## src/rtl/mcmp_pkg.sv

```systemverilog
package mcmp_pkg;

  // Relation carried between chained stages.
  typedef struct packed {
    logic gt;
    logic eq;
    logic lt;
  } rel_t;

  // Relation fed into the least significant stage.
  localparam rel_t REL_SEED = '{gt: 1'b0, eq: 1'b1, lt: 1'b0};

endpackage

```

## src/rtl/mcmp_cell.sv

```systemverilog
module mcmp_cell
  import mcmp_pkg::*;
(
  input  logic a_bit,
  input  logic b_bit,
  input  rel_t from_low,
  output rel_t to_high
);

  logic same;
  logic a_wins;
  logic b_wins;

  always_comb begin
    same         = ~(a_bit ^ b_bit);
    a_wins       = a_bit & ~b_bit;
    b_wins       = ~a_bit & b_bit;
    to_high.gt   = a_wins | (same & from_low.gt);
    to_high.eq   = same & from_low.eq;
    to_high.lt   = b_wins | (same & from_low.lt);
  end

  // Stage-level checks
  always_comb begin
    if ($onehot(from_low)) begin
      p_onehot_keep_r1: assert ($onehot(to_high))
        else $error("stage lost one-hot relation");
    end
    if (a_bit != b_bit) begin
      p_diff_decides_r5: assert (to_high.gt == a_bit && to_high.lt == b_bit && !to_high.eq)
        else $error("differing bits did not decide");
    end
    if (a_bit == b_bit) begin
      p_same_passes_r2: assert (to_high == from_low)
        else $error("matching bits altered relation");
    end
  end

endmodule

```

## src/rtl/mcmp_chain.sv

```systemverilog
module mcmp_chain
  import mcmp_pkg::*;
#(
  parameter int WIDTH = 16
) (
  input  logic [WIDTH-1:0] a,
  input  logic [WIDTH-1:0] b,
  output rel_t             result
);

  localparam int TOP = WIDTH - 1;

  for (genvar i = 0; i < WIDTH; i++) begin : g_stage
    rel_t down;
    rel_t up;
    if (i == 0) begin : g_seed
      assign down = REL_SEED;
    end else begin : g_link
      assign down = g_stage[i-1].up;
    end
    mcmp_cell u_cell (
      .a_bit    (a[i]),
      .b_bit    (b[i]),
      .from_low (down),
      .to_high  (up)
    );
  end

  assign result = g_stage[TOP].up;

endmodule

```

## src/rtl/mag_compare_ripple.sv

```systemverilog
module mag_compare_ripple
  import mcmp_pkg::*;
#(
  parameter int WIDTH       = 16,
  parameter bit LT_FROM_NOR = 1'b0
) (
  input  logic [WIDTH-1:0] a,
  input  logic [WIDTH-1:0] b,
  output logic             gt,
  output logic             eq,
  output logic             lt
);

  rel_t final_rel;

  mcmp_chain #(.WIDTH(WIDTH)) u_chain (
    .a      (a),
    .b      (b),
    .result (final_rel)
  );

  assign gt = final_rel.gt;
  assign eq = final_rel.eq;

  if (LT_FROM_NOR) begin : g_lt_nor
    assign lt = ~(final_rel.gt | final_rel.eq);
  end else begin : g_lt_chain
    assign lt = final_rel.lt;
  end

  // Output-level checks
  always_comb begin
    p_out_onehot_r1: assert ($onehot({gt, eq, lt}))
      else $error("outputs not one-hot");
    p_lt_agree_r6: assert (final_rel.lt == ~(final_rel.gt | final_rel.eq))
      else $error("chain less flag disagrees with NOR form");
  end

endmodule

```

## config.mk

```make
export PLATFORM = sky130hd
export DESIGN_NAME = mag_compare_ripple
export DESIGN_NICKNAME = d
export VERILOG_FILES = /design/src/rtl/mcmp_pkg.sv /design/src/rtl/mcmp_cell.sv /design/src/rtl/mcmp_chain.sv /design/src/rtl/mag_compare_ripple.sv
export SDC_FILE = /design/constraint.sdc
export NUM_CORES = 1
export LEC_CHECK = 0
export ABC_AREA = 1
export BUFFER_PORTS_ARGS = -buffer_cell sky130_fd_sc_hd__buf_2
export CORE_ASPECT_RATIO = 1.2
export CORE_MARGIN = 3
export CORE_UTILIZATION = 45
export DETAILED_ROUTE_END_ITERATION = 10
export GPL_ROUTABILITY_DRIVEN = 1
export PLACE_DENSITY_LB_ADDON = 0.12
export SETUP_SLACK_MARGIN = 0.4
export SYNTH_ARGS = -nofsm -noshare
export SYNTH_HDL_FRONTEND = slang
export SYNTH_HIERARCHICAL = 1
export SYNTH_SLANG_ARGS = --single-unit
```

## constraint.sdc

```tcl
create_clock -name vclk -period 2.8
set_input_delay 0.14 -clock vclk [all_inputs]
set_output_delay 0.14 -clock vclk [all_outputs]
set_load 0.01 [all_outputs]
```

==> metrics.md <==
| Metric | Value |
|---|---|
| Power dissipated by switching net loads | just under 0.08 mW |
| Drt first pass iters | 2 |
| Proportion of synthesized chip area in sequential cells | 0% |
| Critical path buffers and inverters | 2 |
| Cell types with the highest counts after synthesis | 80 x inv_1, 80 x nand2_1, 32 x ha_1 |
| Synthesized netlist cell count | 194 |
| Maximum number of pins on one net before global-route repair | 4 |
| CP Max Fanout | 3 |
| Outcome | complete, no violations |
| DRC violations left | 0 |
| Antenna violations before repair | 0 |
| Count of inserted antenna diode cells | 0 |
| Shortest clock period the worst path allows after layout | 2310 ps |
| Detail-routed net length per standard cell | 5.90 µm |
| Kind of end point of the critical path | output port |
| Die area | approximately 2800 µm² |
| Max cap viols | 0 |
| Routed via count divided by cell count | 3.90 |
| Number of distinct standard cells referenced by the synthesized netlist | 4 |
| P_int | 0.0735 mW |
| Pwr Density | 115 nW/µm² |
| Data required time at the worst endpoint | around 2700 ps |
| Global-route wire length before repair | 2.73 mm |
| Height of the chip | 57.9 µm |
| Classification of the worst-slack hold path | primary input to output port |
| Count of final setup violators | 0 |
| Register share of total power | 0% |
| Worst setup timing slack at the placement stage | ~400 ps |
| Cell accounting for the most synthesized area | ha_1 |
| Number of cell rows | 18 |
| Upper clock frequency limit | 0.432 GHz |
| Main area contributors after synthesis | ha_1 40%, inv_1 30%, nand2_1 30% |
| DRC marker count from the first detailed-route iteration | 8 |
| Area of the placeable core | 2090 µm² |
| Proportion of netlist area held by the largest area contributor | 39.7% |
| FF/Latch Area | 0 µm² |
| Part of the power in the clock network | 0% |
| Sequential cell count of the final layout | 0 |
| DRT Wirelength | 1.54 mm |
| Buffers added on ports | 35 |
| Longest individual stage delay on the worst path | 270 ps |
| Layout-stage area growth over the synthesis result | 31.1% |
| Vias in the first global route | 843 |
| Placer Congestion | roughly 0.74 |
| Total number of vias | 1019 |
| Final Hold Fails | 0 |
| Clock buffer cells | 0 |
| Cell Area, Synth | 1010 µm² |
| Synth Area per Inst | 5.20 µm² |
| Gr usage total | 10.8% |
| Worst voltage drop across the vdd grid | 0.0000670 V |
| Logic pwr share | 100.0% |
| Startpoint type of the worst setup path | primary input |
| Ports placed on the boundary | 35 |
| Number of hold-repair buffers added at the cts stage | 0 |
| Core Util, Final | a little over three fifths |
| Kind of critical path | primary input to output port |
| Overflow left after global routing | 0 |
| Total leakage power | around 1.1 nW |
| CP dominant cell by count | nand2_1 |
| Switching fraction of total power | about half |
| Count of synthesis-stage warnings from yosys | 6 |
| Slowest cell on the critical path | ha_4 |
| WP data arrival | 2170 ps |
| Horiz. Die Dim | 49.2 µm |
| Fraction of final layout cells with drive strength greater than 1 | between 10% and 20% |
| Number of nets with antenna violations after detailed routing | 0 |
| Slack of the critical path | about 500 ps |
| Sum Neg Setup Slack | 0 ps |
| Final layout net count | approximately 300 |
| Setup repair after global routing missed its margin | true |
| Crit share post-route | ~83% |
| Initial cell density of the core | 48.1% |
| Family with the most delay on the worst path | simple AND/OR/NAND/NOR gates |
| DP Wirelength | 1.38 mm |
| Number of slew-limit violations in the final report | 0 |
==> what timing repair did <==
item,CTS,global route
gates resized for setup,1,18
gates cloned,0,0
pin swaps,0,25
setup buffers,0,1
endpoints found under the setup margin,1,3
==> layout by cell type (no fill, tap or decap), drive strengths merged <==
| cell type | instances |
|---|---|
| conb | 3 |
| inv | 80 |
| buf | 36 |
| nand2 | 80 |
| ha | 32 |
==> power by group through the flow <==
stage                     logic [mW]  registers (mW)  clock network [mW]
final                          0.152               0                   0
after global placement         0.137               0                   0
after detailed placement       0.138               0                   0
after CTS                      0.141               0                   0
after global routing           0.181               0                   0
after floorplan               0.0924               0                   0
==> layout make-up <==
| class | instances | area (µm²) |
|---|---|---|
| fill | 240 | 772 |
| multi-input combinational | 115 | 764 |
| inverter | 80 | 305 |
| timing repair buffer | 36 | 215 |
| tap | 30 | 37.5 |
==> cells by family (layout without fill, tap and decap cells) <==
group / after synthesis / in the layout / synth area share (%)
simple gates: 80 / 80 / 29.8
buf+inv: 80 / 116 / 29.8
fa+ha+maj: 32 / 32 / 39.7
other cells: 2 / 3 / 0.745
==> per-stage QoR <==
step / power (mW) / area (µm²) / std cells / hold slack [ps]
after floorplan: 0.0924 / 1010 / 195 / 517
after global placement: 0.137 / 1220 / 260 / 691
after detailed placement: 0.138 / 1220 / 260 / 693
after CTS: 0.141 / 1240 / 260 / 693
after global routing: 0.181 / 1320 / 261 / 724
final: 0.152 / 1320 / 261 / 687
==> layer usage <==
metal	share of wire, %	vias to the layer above	global-route usage [%]
met5	0	-	0
met4	0	0	0
met3	5.5	0	0.771
met2	54	17	23.6
met1	41	415	11.7
li1	-	587	-
==> final timing paths <==
check / cells after the start / to / from
worst max-delay path: 33 / gt / b[1]
worst min-delay path: 5 / lt / b[15]
No activity file was read; power rests on OpenSTA's default activity.
